--- src/rtl/col_sched_pkg.sv ---
package col_sched_pkg;

  typedef enum logic {
    DIR_RD = 1'b0,
    DIR_WR = 1'b1
  } col_dir_e;

  // Read latency forced into the supported window.
  function automatic int clamp_rd(input int lat, input int lo, input int hi);
    if (lat < lo) return lo;
    if (lat > hi) return hi;
    return lat;
  endfunction

  // Write latency must stay strictly below the read latency.
  function automatic int clamp_wr(input int lat, input int rd_eff);
    if (lat >= rd_eff) return rd_eff - 1;
    return lat;
  endfunction

  // Cycles from issue to the first data cycle.
  function automatic int data_offset(input int slot, input int lat);
    return slot + lat;
  endfunction

  // Bus-busy countdown loaded in the cycle after an issue.
  function automatic int bus_hold(input int slot, input int lat);
    return 2 * slot + lat - 1;
  endfunction

endpackage

--- src/rtl/col_slot_timer.sv ---
module col_slot_timer #(
  parameter int SLOT_CYC = 4
) (
  input  logic clk,
  input  logic rst_n,
  output logic slot_edge
);
  localparam int PH_W = (SLOT_CYC > 1) ? $clog2(SLOT_CYC) : 1;
  localparam logic [PH_W-1:0] PH_LAST = PH_W'(SLOT_CYC - 1);

  logic [PH_W-1:0] phase;

  always_ff @(posedge clk) begin
    if (!rst_n)                phase <= '0;
    else if (phase == PH_LAST) phase <= '0;
    else                       phase <= phase + 1'b1;
  end

  assign slot_edge = (phase == '0);
endmodule

--- src/rtl/col_bus_tracker.sv ---
module col_bus_tracker #(
  parameter int SLOT_CYC = 4,
  parameter int LAT_W    = 4,
  parameter int REM_W    = 5
) (
  input  logic             clk,
  input  logic             rst_n,
  input  logic [LAT_W-1:0] cur_lat,
  input  logic             take,
  output logic             legal,
  output logic [REM_W-1:0] bus_rem
);
  import col_sched_pkg::*;

  logic [REM_W-1:0] rem_nxt;

  // Data of a command taken now starts SLOT_CYC+lat cycles ahead; it is
  // legal once that start is no earlier than the cycle the bus frees.
  assign legal = (data_offset(SLOT_CYC, int'(cur_lat)) >= int'(bus_rem));

  always_comb begin
    if (take)              rem_nxt = REM_W'(bus_hold(SLOT_CYC, int'(cur_lat)));
    else if (bus_rem != 0) rem_nxt = bus_rem - 1'b1;
    else                   rem_nxt = '0;
  end

  always_ff @(posedge clk) begin
    if (!rst_n) bus_rem <= '0;
    else        bus_rem <= rem_nxt;
  end
endmodule

--- src/rtl/col_data_pipe.sv ---
module col_data_pipe #(
  parameter int SLOT_CYC = 4,
  parameter int LAT_W    = 4,
  parameter int DEPTH    = 16
) (
  input  logic             clk,
  input  logic             rst_n,
  input  logic             launch,
  input  logic [LAT_W-1:0] lat,
  output logic             stb
);
  localparam int IDX_W = $clog2(DEPTH);

  logic [DEPTH-1:0] pipe;
  logic [DEPTH-1:0] pipe_nxt;
  logic [IDX_W-1:0] idx;

  assign idx = IDX_W'(SLOT_CYC + int'(lat) - 1);

  always_comb begin
    pipe_nxt = pipe >> 1;
    if (launch) pipe_nxt = pipe_nxt | (DEPTH'(1) << idx);
  end

  always_ff @(posedge clk) begin
    if (!rst_n) pipe <= '0;
    else        pipe <= pipe_nxt;
  end

  assign stb = pipe[0];
endmodule

--- src/rtl/col_turn_sched.sv ---
module col_turn_sched #(
  parameter int SLOT_CYC   = 4,
  parameter int LAT_W      = 4,
  parameter int RD_LAT_MIN = 7,
  parameter int RD_LAT_MAX = 12
) (
  input  logic             clk,
  input  logic             rst_n,
  input  logic [LAT_W-1:0] rd_lat_cfg,
  input  logic [LAT_W-1:0] wr_lat_cfg,
  input  logic             cmd_valid,
  input  logic             cmd_is_wr,
  output logic             cmd_ready,
  output logic             issue_stb,
  output logic             issue_is_wr,
  output logic             rd_data_stb,
  output logic             wr_data_stb
);
  import col_sched_pkg::*;

  localparam int PIPE_D  = SLOT_CYC + RD_LAT_MAX;
  localparam int REM_MAX = 2 * SLOT_CYC + RD_LAT_MAX - 1;
  localparam int REM_W   = $clog2(REM_MAX + 1);

  logic             slot_edge;
  logic             bus_legal;
  logic [REM_W-1:0] bus_rem;
  logic [LAT_W-1:0] rd_eff;
  logic [LAT_W-1:0] wr_eff;
  logic [LAT_W-1:0] cur_lat;
  logic [1:0]       data_stb;

  assign rd_eff  = LAT_W'(clamp_rd(int'(rd_lat_cfg), RD_LAT_MIN, RD_LAT_MAX));
  assign wr_eff  = LAT_W'(clamp_wr(int'(wr_lat_cfg), int'(rd_eff)));
  assign cur_lat = (col_dir_e'(cmd_is_wr) == DIR_WR) ? wr_eff : rd_eff;

  col_slot_timer #(.SLOT_CYC(SLOT_CYC)) u_timer (
    .clk      (clk),
    .rst_n    (rst_n),
    .slot_edge(slot_edge)
  );

  col_bus_tracker #(.SLOT_CYC(SLOT_CYC), .LAT_W(LAT_W), .REM_W(REM_W)) u_track (
    .clk    (clk),
    .rst_n  (rst_n),
    .cur_lat(cur_lat),
    .take   (issue_stb),
    .legal  (bus_legal),
    .bus_rem(bus_rem)
  );

  assign cmd_ready   = slot_edge & bus_legal;
  assign issue_stb   = cmd_valid & cmd_ready;
  assign issue_is_wr = issue_stb & cmd_is_wr;

  for (genvar d = 0; d < 2; d++) begin : g_dir
    logic             launch_d;
    logic [LAT_W-1:0] lat_d;
    assign launch_d = issue_stb & (cmd_is_wr == d[0]);
    assign lat_d    = d[0] ? wr_eff : rd_eff;
    col_data_pipe #(.SLOT_CYC(SLOT_CYC), .LAT_W(LAT_W), .DEPTH(PIPE_D)) u_pipe (
      .clk   (clk),
      .rst_n (rst_n),
      .launch(launch_d),
      .lat   (lat_d),
      .stb   (data_stb[d])
    );
  end

  assign rd_data_stb = data_stb[0];
  assign wr_data_stb = data_stb[1];
endmodule

--- config.mk ---
export PLATFORM = sky130hd
export DESIGN_NAME = col_turn_sched
export DESIGN_NICKNAME = d
export VERILOG_FILES = /design/src/rtl/col_sched_pkg.sv /design/src/rtl/col_slot_timer.sv /design/src/rtl/col_bus_tracker.sv /design/src/rtl/col_data_pipe.sv /design/src/rtl/col_turn_sched.sv
export SDC_FILE = /design/constraint.sdc
export NUM_CORES = 1
export LEC_CHECK = 0
export CAP_MARGIN = 10
export CORE_ASPECT_RATIO = 0.5
export CORE_MARGIN = 2
export CORE_UTILIZATION = 35
export DETAILED_ROUTE_END_ITERATION = 8
export GPL_TIMING_DRIVEN = 0
export PLACE_DENSITY = 0.65
export SETUP_SLACK_MARGIN = 0.4
export SKIP_CTS_REPAIR_TIMING = 1
export SLEW_MARGIN = 5
export SYNTH_ARGS = -nofsm -noshare
export SYNTH_HDL_FRONTEND = slang
export SYNTH_SLANG_ARGS = --single-unit
--- constraint.sdc ---
create_clock -name clk -period 3.81 [get_ports clk]
set_clock_uncertainty 0.15 [all_clocks]
set_input_delay 0.5715 -clock clk [delete_from_list [all_inputs] [get_ports clk]]
set_output_delay 0.5715 -clock clk [all_outputs]
set_load 0.005 [all_outputs]
==> impl_results.html, run 1 <==
<table>
<tr><th>Metric</th><th>Value</th></tr>
<tr><th colspan="2">Layout</th></tr>
<tr><td>Inserted Diodes</td><td>0</td></tr>
<tr><td>Final Instance Count excl. Fillers</td><td>340</td></tr>
<tr><td>Share of cells above drive strength 1</td><td>0.3371</td></tr>
<tr><td>Number of nets in the layout</td><td>296</td></tr>
<tr><td>Most frequent standard cell in the layout excluding fill and tap cells</td><td>dfxtp_1</td></tr>
<tr><td>Layout overhead on the synthesized area</td><td>43.04%</td></tr>
<tr><td>Commonest cells after routing, fill and taps aside</td><td>dfxtp_1 (39), buf_4 (22), nor2_1 (21)</td></tr>
<tr><td>Fin area</td><td>2882 sq um</td></tr>
<tr><td>Post-layout util</td><td>0.5225</td></tr>
<tr><th colspan="2">Critical path</th></tr>
<tr><td>Slowest stage delay, CP</td><td>0.40 ns</td></tr>
<tr><td>CP endpoint kind</td><td>output port</td></tr>
<tr><td>Data required time at the worst endpoint</td><td>3.09 ns</td></tr>
<tr><td>Crit path DAT</td><td>3.82 ns</td></tr>
<tr><td>Setup CP Type</td><td>primary input to output port</td></tr>
<tr><td>Ordered list of cells on the worst path</td><td>buf_12, clkinv_8, a21o_1, inv_2, ha_4, nor3b_4, o21ai_2, buf_6, and2_4, a311o_1, ha_4, ha_4, and2_4, o211ai_1, o31a_1, a21o_1, buf_6, buf_6, nor2_4, clkbuf_2</td></tr>
<tr><td>Maximum fanout along the worst path</td><td>7</td></tr>
<tr><td>Worst setup SP type</td><td>primary input</td></tr>
<tr><td>Worst-path cell with the longest stage delay</td><td>a311o_1</td></tr>
<tr><th colspan="2">Timing</th></tr>
<tr><td>Worst Max-Slew Pin Slew</td><td>0.7501 ns</td></tr>
<tr><td>Final worst slack</td><td>-0.7267 ns</td></tr>
<tr><td>Total of endpoints with negative setup slack in the final report</td><td>22</td></tr>
<tr><td>Achievable clock frequency</td><td>220.4 MHz</td></tr>
<tr><td>Post-route minimum period</td><td>4.537 ns</td></tr>
<tr><td>Final-layout setup total negative slack</td><td>-3.513 ns</td></tr>
<tr><td>Final count of pins violating max slew</td><td>0</td></tr>
<tr><td>Final hold violation count</td><td>0</td></tr>
<tr><td>RSZ-0062 raised after global routing</td><td>true</td></tr>
<tr><td>Final hold slack</td><td>0.2813 ns</td></tr>
<tr><td>Normalized max-slew margin</td><td>0.4956</td></tr>
<tr><td>Period Utilization, post-route</td><td>1.191</td></tr>
<tr><th colspan="2">CTS</th></tr>
<tr><td>Clock latency on the worst-skew pair</td><td>0.29 ns</td></tr>
<tr><td>Clock tree from TritonCTS</td><td>built</td></tr>
<tr><td>Clk slew on worst S/H paths</td><td>0.06 ns</td></tr>
<tr><td>Root buffer cell</td><td>clkbuf_16</td></tr>
<tr><td>Total clock buffers created by CTS</td><td>5</td></tr>
<tr><td>H-tree levels</td><td>2</td></tr>
<tr><td>Maximum buffer depth of the clock tree</td><td>2</td></tr>
<tr><td>Sinks on Clock Net</td><td>39</td></tr>
<tr><th colspan="2">Synth</th></tr>
<tr><td>Top cells by area, synth</td><td>dfxtp_1 (39%), ha_1 (11%), nor2_1 (4.5%), inv_1 (3.9%), a22o_1 (3.5%)</td></tr>
<tr><td>Number of library cell types mapped by synthesis</td><td>51</td></tr>
<tr><td>Cell area after synthesis</td><td>2014 sq um</td></tr>
<tr><td>Number of instances in the synthesized netlist</td><td>219</td></tr>
<tr><td>Share of Yosys cell area claimed by the top area cell type</td><td>0.3876</td></tr>
<tr><td>Ys Warns</td><td>0</td></tr>
<tr><td>Library cell with the largest summed area after synthesis</td><td>dfxtp_1</td></tr>
<tr><td>Portion of the post-synthesis area used by sequential elements</td><td>0.3876</td></tr>
<tr><td>Mean Syn Cell Area</td><td>9.198 sq um</td></tr>
<tr><td>Post-synthesis register bit count</td><td>39</td></tr>
<tr><td>Nets in the synthesized netlist</td><td>249</td></tr>
<tr><th colspan="2">Placed design</th></tr>
<tr><td>Routability-driven placement congestion ratio</td><td>0.8568</td></tr>
<tr><td>Placement-stage worst setup slack</td><td>-1.682 ns</td></tr>
<tr><td>Port Buf Inserts</td><td>15</td></tr>
<tr><td>Post-detailed-placement cell area</td><td>2372 sq um</td></tr>
<tr><td>Placed Cells</td><td>307</td></tr>
<tr><td>Detailed placer's ending HPWL</td><td>3296 um</td></tr>
<tr><th colspan="2">GRT</th></tr>
<tr><td>GRT met2 Usage</td><td>0.2430</td></tr>
<tr><td>Routing usage on met3</td><td>0.03870</td></tr>
<tr><td>Layer with the highest usage</td><td>met2</td></tr>
<tr><td>Via count of the first global-routing pass</td><td>1654</td></tr>
<tr><td>Total GRT Usage</td><td>0.1569</td></tr>
<tr><td>Pin count of the biggest net entering global routing</td><td>14</td></tr>
<tr><td>Gr ovfl total</td><td>0</td></tr>
<tr><td>Wire length of the first global-routing pass</td><td>7997 um</td></tr>
<tr><td>GR Util met1</td><td>0.2112</td></tr>
<tr><td>Antenna violations before repair</td><td>0</td></tr>
<tr><th colspan="2">Floorplanning</th></tr>
<tr><td>Standard-cell rows</td><td>19</td></tr>
<tr><td>Core region area</td><td>5515 sq um</td></tr>
<tr><td>Die outline width</td><td>111.3 um</td></tr>
<tr><td>DIE AREA</td><td>6415 sq um</td></tr>
<tr><td>Die span in y</td><td>57.65 um</td></tr>
<tr><td>Initial standard-cell utilization of the core</td><td>0.3652</td></tr>
<tr><td>Number of top-level pins</td><td>17</td></tr>
<tr><th colspan="2">Detailed routing</th></tr>
<tr><td>Final WL</td><td>4986 um</td></tr>
<tr><td>Detailed router's first-iteration violation count</td><td>69</td></tr>
<tr><td>DRC violation count after routing</td><td>0</td></tr>
<tr><td>Average wire length per cell after detail routing</td><td>14.66 um</td></tr>
<tr><td>Via density per instance</td><td>5.244</td></tr>
<tr><td>Count of antenna-violating nets left after detailed routing</td><td>0</td></tr>
<tr><td>Number of vias after detailed routing</td><td>1783</td></tr>
<tr><td>Initial DRT Pass Iterations</td><td>4</td></tr>
<tr><th colspan="2">Power</th></tr>
<tr><td>Total chip power</td><td>1.513 mW</td></tr>
<tr><td>VDD IR max</td><td>0.2491 mV</td></tr>
<tr><td>Standby leakage power</td><td>1.238 nW</td></tr>
<tr><td>Cell area power density</td><td>525.1 nW/um^2</td></tr>
<tr><th colspan="2">Run status</th></tr>
<tr><td>Violated checks</td><td>negative setup slack</td></tr>
<tr><td>Result of the run</td><td>finished with violations</td></tr>
<tr><th colspan="2">Job</th></tr>
<tr><td>Number of max-cap violations</td><td>0</td></tr>
<tr><th colspan="2">Worst hold path</th></tr>
<tr><td>Type of the tightest min-delay check</td><td>flop to flop</td></tr>
</table>
[layout make-up]
type / instances / area, sq um
inverter: 23 / 101.3
clock inverter: 3 / 43.79
fill: 492 / 2634
timing repair buffer: 40 / 356.6
tap: 73 / 91.34
sequential: 39 / 780.7
buffer: 7 / 41.29
clock buffer: 5 / 125.1
multi-input combinational: 150 / 1341
[layer usage]
layer	wire (um)	up-vias	share of wire
li1	-	868	-
met1	2332	861	0.47
met2	2342	46	0.47
met3	252	8	0.051
met4	58	0	0.012
met5	0	-	0
[flip-flops by register name (all words and copies together), names as in the netlist]
name	flops
u_timer.phase	2
g_dir.u_pipe.pipe	32
u_track.bus_rem	5
[cells in the mapped netlist, drive strengths merged]
cell type  instances
dfxtp             39
nor2              25
inv               22
ha                18
a21oi             13
and2              11
nand2              9
a22o               8
nand3              8
nor3               6
clkbuf             5
a211oi             4
a21o               4
a32o               4
mux2i              4
o31ai              4
nor2b              3
nor3b              3
o31a               3
buf                2
o211ai             2
o21ai              2
o41ai              2
xnor2              2
a221oi             1
a311o              1
a31o               1
a31oi              1
and3               1
and4               1
clkinv             1
nand2b             1
o2111a             1
o21a               1
o21bai             1
o22ai              1
o2bb2ai            1
or2                1
or4                1
xor2               1
[logic make-up (layout without fill, tap and decap cells)]
logic type      after synthesis  after routing  share of synthesized area
compound gates               55             55                     0.2168
xor+xnor                      3              3                    0.01305
fa+ha+maj                    18             18                     0.1118
buf+inv                      30             78                    0.06149
flops                        39             39                     0.3876
mux                           4              4                    0.01988
simple gates                 70             70                     0.1894
[worst paths after layout]
path	start	end	slack, ns	depth (start not counted)
hold reg to reg	g_dir[0].u_pipe.pipe[7]	g_dir[0].u_pipe.pipe[6]	0.28	1
setup reg to reg	u_track.bus_rem[0]	u_track.bus_rem[1]	1.51	10
hold / removal	g_dir[0].u_pipe.pipe[7]	g_dir[0].u_pipe.pipe[6]	0.28	1
setup / recovery	rd_lat_cfg[2]	issue_is_wr	-0.73	20
[where the power goes]
part | total [mW] | leakage [nW] | internal [mW] | switching (mW)
combinational | 0.573 | 0.839 | 0.290 | 0.283
sequential | 0.459 | 0.316 | 0.437 | 0.0215
clock | 0.481 | 0.0838 | 0.309 | 0.172
[critical path: cells and delay by family]
kind | cells | cell delay (ns)
buffers and inverters | 7 | 0.71
adders and majority gates | 3 | 0.61
AOI/OAI and AO/OA | 6 | 1.30
and+or+nand+nor | 4 | 0.61
Note: power is estimated with default switching activity, not from simulation.
==> run 2: changes to the inputs <==
Settings changed: CORE_ASPECT_RATIO 0.5 to not set.
==> run 2 against run 1 <==
Net effect:
- the run still ends with negative setup slack left
- count of clock-buffer cells in the layout grew 1
- power shrank 9.4%
- sequential power is essentially flat
- wire length shrank 5.4%
- non-clock buffer count shrank 1
- die area shrank 0.58%
- critical path depth shrank 1
- final cell count shrank 0.59%
- utilization shrank 1.8 points
- critical endpoint unchanged
- largest power group unchanged
==> impl_results.html, run 2 (same netlist as run 1, synthesis figures left out) <==
<table>
<tr><th>Metric</th><th>Value</th></tr>
<tr><th colspan="2">CTS</th></tr>
<tr><td>Clock tree from TritonCTS</td><td>built</td></tr>
<tr><td>Maximum buffer depth of the clock tree</td><td>2 (unchanged)</td></tr>
<tr><td>Clk slew on worst S/H paths</td><td>0.08 ns (+0.02 ns)</td></tr>
<tr><td>Total clock buffers created by CTS</td><td>5 (unchanged)</td></tr>
<tr><td>Sinks on Clock Net</td><td>39 (unchanged)</td></tr>
<tr><td>Root buffer cell</td><td>clkbuf_8</td></tr>
<tr><td>H-tree levels</td><td>2 (unchanged)</td></tr>
<tr><td>Clock latency on the worst-skew pair</td><td>0.29 ns (about the same)</td></tr>
<tr><th colspan="2">Timing</th></tr>
<tr><td>Final count of pins violating max slew</td><td>0 (unchanged)</td></tr>
<tr><td>Period Utilization, post-route</td><td>1.168 (-0.02226)</td></tr>
<tr><td>Normalized max-slew margin</td><td>0.4954 (about the same)</td></tr>
<tr><td>Post-route minimum period</td><td>4.452 ns (-0.08482 ns)</td></tr>
<tr><td>Final worst slack</td><td>-0.6419 ns (+0.08482 ns)</td></tr>
<tr><td>Achievable clock frequency</td><td>224.6 MHz (+1.9%)</td></tr>
<tr><td>RSZ-0062 raised after global routing</td><td>true</td></tr>
<tr><td>Total of endpoints with negative setup slack in the final report</td><td>25 (+14%)</td></tr>
<tr><td>Worst Max-Slew Pin Slew</td><td>0.7505 ns (+0.0003656 ns)</td></tr>
<tr><td>Final hold violation count</td><td>0 (unchanged)</td></tr>
<tr><th colspan="2">Floorplanning</th></tr>
<tr><td>Initial standard-cell utilization of the core</td><td>0.3636 (-0.001650)</td></tr>
<tr><td>Number of top-level pins</td><td>17 (unchanged)</td></tr>
<tr><td>DIE AREA</td><td>6378 sq um (-0.58%)</td></tr>
<tr><td>Die outline width</td><td>79.87 um (-28%)</td></tr>
<tr><td>Standard-cell rows</td><td>27 (+8)</td></tr>
<tr><td>Die span in y</td><td>79.87 um (+39%)</td></tr>
<tr><td>Core region area</td><td>5540 sq um (+0.45%)</td></tr>
<tr><th colspan="2">Detailed routing</th></tr>
<tr><td>Number of vias after detailed routing</td><td>1729 (-3.0%)</td></tr>
<tr><td>Detailed router's first-iteration violation count</td><td>46 (-33%)</td></tr>
<tr><td>Final WL</td><td>4718 um (-5.4%)</td></tr>
<tr><td>Initial DRT Pass Iterations</td><td>4 (unchanged)</td></tr>
<tr><td>DRC violation count after routing</td><td>0 (unchanged)</td></tr>
<tr><td>Count of antenna-violating nets left after detailed routing</td><td>0 (unchanged)</td></tr>
<tr><td>Average wire length per cell after detail routing</td><td>13.96 um (-4.8%)</td></tr>
<tr><td>Via density per instance</td><td>5.115 (-2.5%)</td></tr>
<tr><th colspan="2">GRT</th></tr>
<tr><td>Via count of the first global-routing pass</td><td>1544 (-6.7%)</td></tr>
<tr><td>Pin count of the biggest net entering global routing</td><td>13 (-1)</td></tr>
<tr><td>Wire length of the first global-routing pass</td><td>7265 um (-9.2%)</td></tr>
<tr><td>Gr ovfl total</td><td>0 (unchanged)</td></tr>
<tr><td>Antenna violations before repair</td><td>0 (unchanged)</td></tr>
<tr><td>Total GRT Usage</td><td>0.1445 (-0.01243)</td></tr>
<tr><th colspan="2">Layout</th></tr>
<tr><td>Register ranked first by flip-flop count</td><td>g_dir.u_pipe.pipe</td></tr>
<tr><td>Number of nets in the layout</td><td>295 (-0.34%)</td></tr>
<tr><td>Inserted Diodes</td><td>0 (unchanged)</td></tr>
<tr><td>Fin area</td><td>2795 sq um (-3.0%)</td></tr>
<tr><td>Share of cells above drive strength 1</td><td>0.3195 (-0.01753)</td></tr>
<tr><td>Commonest cells after routing, fill and taps aside</td><td>dfxtp_1 (39), nor2_1 (22), buf_4 (21)</td></tr>
<tr><td># fillers</td><td>510 (+3.7%)</td></tr>
<tr><td>Most frequent standard cell in the layout excluding fill and tap cells</td><td>dfxtp_1</td></tr>
<tr><td>Multi-input logic area</td><td>1326 sq um (-1.1%)</td></tr>
<tr><td>Storage element area</td><td>780.7 sq um (unchanged)</td></tr>
<tr><td>Layout overhead on the synthesized area</td><td>38.76%</td></tr>
<tr><td>Largest register FFs</td><td>32 (unchanged)</td></tr>
<tr><td>Registers with the highest flip-flop counts</td><td>g_dir.u_pipe.pipe (32), u_track.bus_rem (5), u_timer.phase (2)</td></tr>
<tr><td>Final Instance Count excl. Fillers</td><td>338 (-0.59%)</td></tr>
<tr><th colspan="2">Critical path</th></tr>
<tr><td>Ordered list of cells on the worst path</td><td>buf_12, clkinv_8, a21o_1, inv_2, ha_4, nor3b_4, o21ai_2, buf_6, and2_4, a311o_1, ha_4, ha_4, inv_2, o31a_1, a21o_1, buf_6, buf_6, nor2_4, clkbuf_2</td></tr>
<tr><td>Sum of buffers and inverters on the critical path</td><td>8 (+1)</td></tr>
<tr><td>Worst setup SP type</td><td>primary input</td></tr>
<tr><td>Setup CP Type</td><td>primary input to output port</td></tr>
<tr><td>Maximum fanout along the worst path</td><td>5 (-2)</td></tr>
<tr><td>Crit path DAT</td><td>3.73 ns (-0.09 ns)</td></tr>
<tr><td>Slowest stage delay, CP</td><td>0.40 ns (about the same)</td></tr>
<tr><td>Gate family responsible for the most delay along the worst path</td><td>compound AO/OA/AOI/OAI gates</td></tr>
<tr><td>Worst-path cell with the longest stage delay</td><td>a311o_1</td></tr>
<tr><td>CP endpoint kind</td><td>output port</td></tr>
<tr><td>Data required time at the worst endpoint</td><td>3.09 ns (about the same)</td></tr>
<tr><th colspan="2">Worst hold path</th></tr>
<tr><td>Type of the tightest min-delay check</td><td>flop to flop</td></tr>
<tr><th colspan="2">Run status</th></tr>
<tr><td>Violated checks</td><td>negative setup slack</td></tr>
<tr><td>Result of the run</td><td>finished with violations</td></tr>
<tr><th colspan="2">Placed design</th></tr>
<tr><td>Routability-driven placement congestion ratio</td><td>0.8207 (-4.2%)</td></tr>
<tr><td>Placement-stage worst setup slack</td><td>-1.672 ns (+0.009890 ns)</td></tr>
<tr><td>Post-detailed-placement cell area</td><td>2371 sq um (about the same)</td></tr>
<tr><td>Port Buf Inserts</td><td>15 (unchanged)</td></tr>
<tr><td>Placed Cells</td><td>306 (-0.33%)</td></tr>
<tr><td>Detailed placer's ending HPWL</td><td>3271 um (-0.74%)</td></tr>
<tr><th colspan="2">Power</th></tr>
<tr><td>VDD IR max</td><td>0.1741 mV (-30%)</td></tr>
<tr><td>Standby leakage power</td><td>1.190 nW (-3.9%)</td></tr>
<tr><td>Cell area power density</td><td>490.2 nW/um^2 (-6.7%)</td></tr>
<tr><td>Total chip power</td><td>1.370 mW (-9.4%)</td></tr>
<tr><th colspan="2">Job</th></tr>
<tr><td>Number of max-cap violations</td><td>0 (unchanged)</td></tr>
</table>
-- run 2: cell count changes in the layout (fill, tap and decap cells not counted), sizes merged --
| cell | previous run | this run |
|---|---|---|
| clkinv | 4 | 3 |
| clkbuf | 14 | 15 |
| dlymetal6s2s | 5 | 4 |
-- run 2: stage by stage --
| stage | TNS, ns | hold WS (ns) | utilization |
|---|---|---|---|
| global placement | -28.89 | 0.2641 | 0.4280 |
| detailed placement | -28.90 | 0.2721 | 0.4280 |
| CTS | -20.30 | 0.2924 | 0.4492 |
| finish | -3.791 | 0.2867 | 0.5045 |
| global route | -5.892 | 0.3037 | 0.5045 |
| floorplan | -0.2562 | 0.2502 | - |
-- run 2: final timing paths --
path / cells after the start / from / slack (ns) / end
worst max-delay path: 19 / rd_lat_cfg[2] / -0.64 / issue_is_wr
worst min-delay path: 1 / g_dir[0].u_pipe.pipe[1] / 0.29 / g_dir[0].u_pipe.pipe[0]
worst max register to register: 10 / u_track.bus_rem[0] / 1.51 / u_track.bus_rem[1]
worst min register to register: 1 / g_dir[0].u_pipe.pipe[1] / 0.29 / g_dir[0].u_pipe.pipe[0]
-- run 2: area by class of cell --
class,instances,area share
Buffer,7,0.01477
Clock buffer,6,0.02954
Clock inverter,2,0.01253
Inverter,23,0.03626
Multi-Input combinational cell,150,0.4745
Sequential cell,39,0.2793
Tap cell,72,0.03223
Timing Repair Buffer,39,0.1209
-- run 2: power breakdown --
group / internal (mW) / switching (mW) / total, mW
sequential: 0.437 / 0.0210 / 0.458
clock: 0.212 / 0.146 / 0.358
combinational: 0.275 / 0.279 / 0.554
-- run 2: layer usage --
layer | wire (um) | vias up | GRT usage
met4 | 37 | 0 | 0.04576
met3 | 157 | 4 | 0.02941
met5 | 0 | - | 0
li1 | - | 869 | -
met1 | 2291 | 818 | 0.2010
met2 | 2232 | 38 | 0.2235
==> run 3: changes to the inputs <==
Settings changed: CORE_MARGIN 2 to not set.
==> run 3 against run 2 <==
Net effect:
- utilization grew 1.4 points
- fmax shrank 0.22%
- highest routed layer unchanged
- power is 3.3% higher
- sequential share of layout area shrank 0.74 points
- die area decreased by 4.9%
- worst hold slack got worse by 0.0051 ns
- the run still ends with negative setup slack left
==> impl_results.html, run 3 (same netlist as run 1, synthesis figures left out) <==
<table>
<tr><th>Metric</th><th>Value</th></tr>
<tr><th colspan="2">Run status</th></tr>
<tr><td>Result of the run</td><td>finished with violations</td></tr>
<tr><td>Violated checks</td><td>negative setup slack</td></tr>
<tr><th colspan="2">Layout</th></tr>
<tr><td>Register ranked first by flip-flop count</td><td>g_dir.u_pipe.pipe</td></tr>
<tr><td>Registers with the highest flip-flop counts</td><td>g_dir.u_pipe.pipe (32), u_track.bus_rem (5), u_timer.phase (2)</td></tr>
<tr><td>Share of cells above drive strength 1</td><td>0.3636 (+0.04409)</td></tr>
<tr><td>Layout overhead on the synthesized area</td><td>42.55%</td></tr>
<tr><td>Most frequent standard cell in the layout excluding fill and tap cells</td><td>dfxtp_1</td></tr>
<tr><td>Final Instance Count excl. Fillers</td><td>347 (+2.7%)</td></tr>
<tr><td>Inserted Diodes</td><td>0 (unchanged)</td></tr>
<tr><td># fillers</td><td>493 (-3.3%)</td></tr>
<tr><td>Largest register FFs</td><td>32 (unchanged)</td></tr>
<tr><td>Commonest cells after routing, fill and taps aside</td><td>dfxtp_1 (39), buf_4 (30), nor2_1 (21)</td></tr>
<tr><td>Number of nets in the layout</td><td>304 (+3.1%)</td></tr>
<tr><th colspan="2">Power</th></tr>
<tr><td>Standby leakage power</td><td>1.223 nW (+2.8%)</td></tr>
<tr><td>Cell area power density</td><td>493.0 nW/um^2 (+0.58%)</td></tr>
<tr><td>Total chip power</td><td>1.416 mW (+3.3%)</td></tr>
<tr><td>VDD IR max</td><td>0.2021 mV (+16%)</td></tr>
<tr><th colspan="2">CTS</th></tr>
<tr><td>Clock tree from TritonCTS</td><td>built</td></tr>
<tr><td>H-tree levels</td><td>2 (unchanged)</td></tr>
<tr><td>Total clock buffers created by CTS</td><td>5 (unchanged)</td></tr>
<tr><td>Clock latency on the worst-skew pair</td><td>0.29 ns (about the same)</td></tr>
<tr><td>Sinks on Clock Net</td><td>39 (unchanged)</td></tr>
<tr><td>Maximum buffer depth of the clock tree</td><td>2 (unchanged)</td></tr>
<tr><td>Root buffer cell</td><td>clkbuf_8</td></tr>
<tr><td>Clk slew on worst S/H paths</td><td>0.08 ns (about the same)</td></tr>
<tr><th colspan="2">Job</th></tr>
<tr><td>Number of max-cap violations</td><td>0 (unchanged)</td></tr>
<tr><th colspan="2">Placed design</th></tr>
<tr><td>Routability-driven placement congestion ratio</td><td>0.8673 (+5.7%)</td></tr>
<tr><td>Placed Cells</td><td>306 (unchanged)</td></tr>
<tr><td>Placement-stage worst setup slack</td><td>-1.691 ns (-0.01906 ns)</td></tr>
<tr><td>Detailed placer's ending HPWL</td><td>3167 um (-3.2%)</td></tr>
<tr><td>Port Buf Inserts</td><td>15 (unchanged)</td></tr>
<tr><th colspan="2">Timing</th></tr>
<tr><td>Period Utilization, post-route</td><td>1.171 (+0.002555)</td></tr>
<tr><td>Total of endpoints with negative setup slack in the final report</td><td>20 (-20%)</td></tr>
<tr><td>Final hold violation count</td><td>0 (unchanged)</td></tr>
<tr><td>RSZ-0062 raised after global routing</td><td>true</td></tr>
<tr><td>Worst Max-Slew Pin Slew</td><td>0.7592 ns (+0.008657 ns)</td></tr>
<tr><td>Achievable clock frequency</td><td>224.1 MHz (-0.22%)</td></tr>
<tr><td>Final hold slack</td><td>0.2816 ns (-0.005112 ns)</td></tr>
<tr><td>Final worst slack</td><td>-0.6516 ns (-0.009733 ns)</td></tr>
<tr><td>Post-route minimum period</td><td>4.462 ns (+0.009733 ns)</td></tr>
<tr><td>Normalized max-slew margin</td><td>0.4896 (-0.005821)</td></tr>
<tr><td>Final count of pins violating max slew</td><td>0 (unchanged)</td></tr>
<tr><th colspan="2">Critical path</th></tr>
<tr><td>Setup CP Type</td><td>primary input to output port</td></tr>
<tr><td>Reg-to-reg critical path startpoint</td><td>u_track.bus_rem[0]</td></tr>
<tr><td>Endpoint of the most critical register-to-register path</td><td>u_track.bus_rem[1]</td></tr>
<tr><td>Worst setup SP type</td><td>primary input</td></tr>
<tr><td>CP endpoint kind</td><td>output port</td></tr>
<tr><td>R2R depth</td><td>11 (+1)</td></tr>
<tr><td>Crit path DAT</td><td>3.74 ns (about the same)</td></tr>
<tr><td>Maximum fanout along the worst path</td><td>6 (+1)</td></tr>
<tr><td>FF-to-FF setup slack</td><td>1.38 ns (-0.13 ns)</td></tr>
<tr><td>Data required time at the worst endpoint</td><td>3.09 ns (about the same)</td></tr>
<tr><th colspan="2">GRT</th></tr>
<tr><td>Total GRT Usage</td><td>0.1530 (+0.008542)</td></tr>
<tr><td>Pin count of the biggest net entering global routing</td><td>13 (unchanged)</td></tr>
<tr><td>Antenna violations before repair</td><td>0 (unchanged)</td></tr>
<tr><td>Gr ovfl total</td><td>0 (unchanged)</td></tr>
<tr><td>Wire length of the first global-routing pass</td><td>7245 um (-0.28%)</td></tr>
<tr><td>Via count of the first global-routing pass</td><td>1552 (+0.52%)</td></tr>
<tr><th colspan="2">Detailed routing</th></tr>
<tr><td>Final WL</td><td>4818 um (+2.1%)</td></tr>
<tr><td>Detailed router's first-iteration violation count</td><td>90 (+96%)</td></tr>
<tr><td>Via density per instance</td><td>5.081 (-0.68%)</td></tr>
<tr><td>Average wire length per cell after detail routing</td><td>13.88 um (-0.53%)</td></tr>
<tr><td>DRC violation count after routing</td><td>0 (unchanged)</td></tr>
<tr><td>Initial DRT Pass Iterations</td><td>4 (unchanged)</td></tr>
<tr><td>Count of antenna-violating nets left after detailed routing</td><td>0 (unchanged)</td></tr>
<tr><td>Number of vias after detailed routing</td><td>1763 (+2.0%)</td></tr>
<tr><th colspan="2">Floorplanning</th></tr>
<tr><td>Number of top-level pins</td><td>17 (unchanged)</td></tr>
<tr><td>Initial standard-cell utilization of the core</td><td>0.3636 (unchanged)</td></tr>
<tr><td>Die outline width</td><td>77.87 um (-2.5%)</td></tr>
<tr><td>Die span in y</td><td>77.87 um (-2.5%)</td></tr>
<tr><td>DIE AREA</td><td>6063 sq um (-4.9%)</td></tr>
<tr><td>Core region area</td><td>5540 sq um (unchanged)</td></tr>
<tr><td>Standard-cell rows</td><td>27 (unchanged)</td></tr>
<tr><th colspan="2">Worst hold path</th></tr>
<tr><td>Type of the tightest min-delay check</td><td>flop to flop</td></tr>
<tr><td>Source of the worst hold timing path</td><td>g_dir[0].u_pipe.pipe[11]</td></tr>
<tr><td>Cells on Worst Hold Path</td><td>2 (+1)</td></tr>
<tr><td>Min-Delay Endpoint</td><td>g_dir[0].u_pipe.pipe[10]</td></tr>
</table>
-- run 3: critical path, cell delays in order --
cell and delay [ns]:
buf_12 0.09, clkinv_8 0.04, a21o_1 0.18, inv_2 0.12, ha_4 0.22, o211ai_4 0.21, o21ai_2 0.10, buf_6 0.14
and2_4 0.13, a311o_1 0.39, ha_4 0.27, ha_4 0.17, and2_4 0.13, o211ai_1 0.16, o31a_1 0.25, a21o_1 0.18
buf_6 0.13, buf_6 0.11, nor2_4 0.03, clkbuf_2 0.11
-- run 3: how the worst max path moves through the flow --
stage	startpoint	endpoint	slack, ns	cells past startpoint
final	rd_lat_cfg[2]	issue_is_wr	-0.65	20
after global routing	rd_lat_cfg[2]	issue_is_wr	-0.77	20
after CTS	rd_lat_cfg[2]	issue_is_wr	-1.71	17
after detailed placement	rd_lat_cfg[2]	issue_is_wr	-1.69	17
after global placement	rd_lat_cfg[2]	issue_is_wr	-1.68	17
after floorplan	rd_lat_cfg[2]	issue_is_wr	-0.13	16
-- run 3: cell type report --
cell class / instances / area (sq um) / area share
Clock buffer: 6 / 82.58 / 0.02876
Tap cell: 72 / 90.09 / 0.03137
Buffer: 7 / 41.29 / 0.01438
Sequential cell: 39 / 780.7 / 0.2719
Inverter: 23 / 101.3 / 0.03529
Timing Repair Buffer: 48 / 409.1 / 0.1425
Clock inverter: 2 / 35.03 / 0.01220
Multi-Input combinational cell: 150 / 1331 / 0.4636
-- run 3: routing by layer --
layer,global-route usage,routed length (um)
met4,0.05094,107
met2,0.2354,2206
met3,0.03647,201
met5,0,0
met1,0.2080,2302
-- run 3: metrics by stage --
stage	TNS [ns]	util	instance area [sq um]
2_1_floorplan	-0.2562	-	2131
3_3_place_gp	-28.55	0.4280	2371
3_5_place_dp	-29.24	0.4280	2371
4_1_cts	-21.04	0.4492	2489
5_1_grt	-6.509	0.5183	2872
6_report	-3.720	0.5183	2872
-- run 3: power by group --
group | internal (mW) | total [mW] | switching [mW]
Clock | 0.212 | 0.353 | 0.141
Sequential | 0.437 | 0.460 | 0.0230
Combinational | 0.315 | 0.603 | 0.288
Total | 0.964 | 1.42 | 0.452
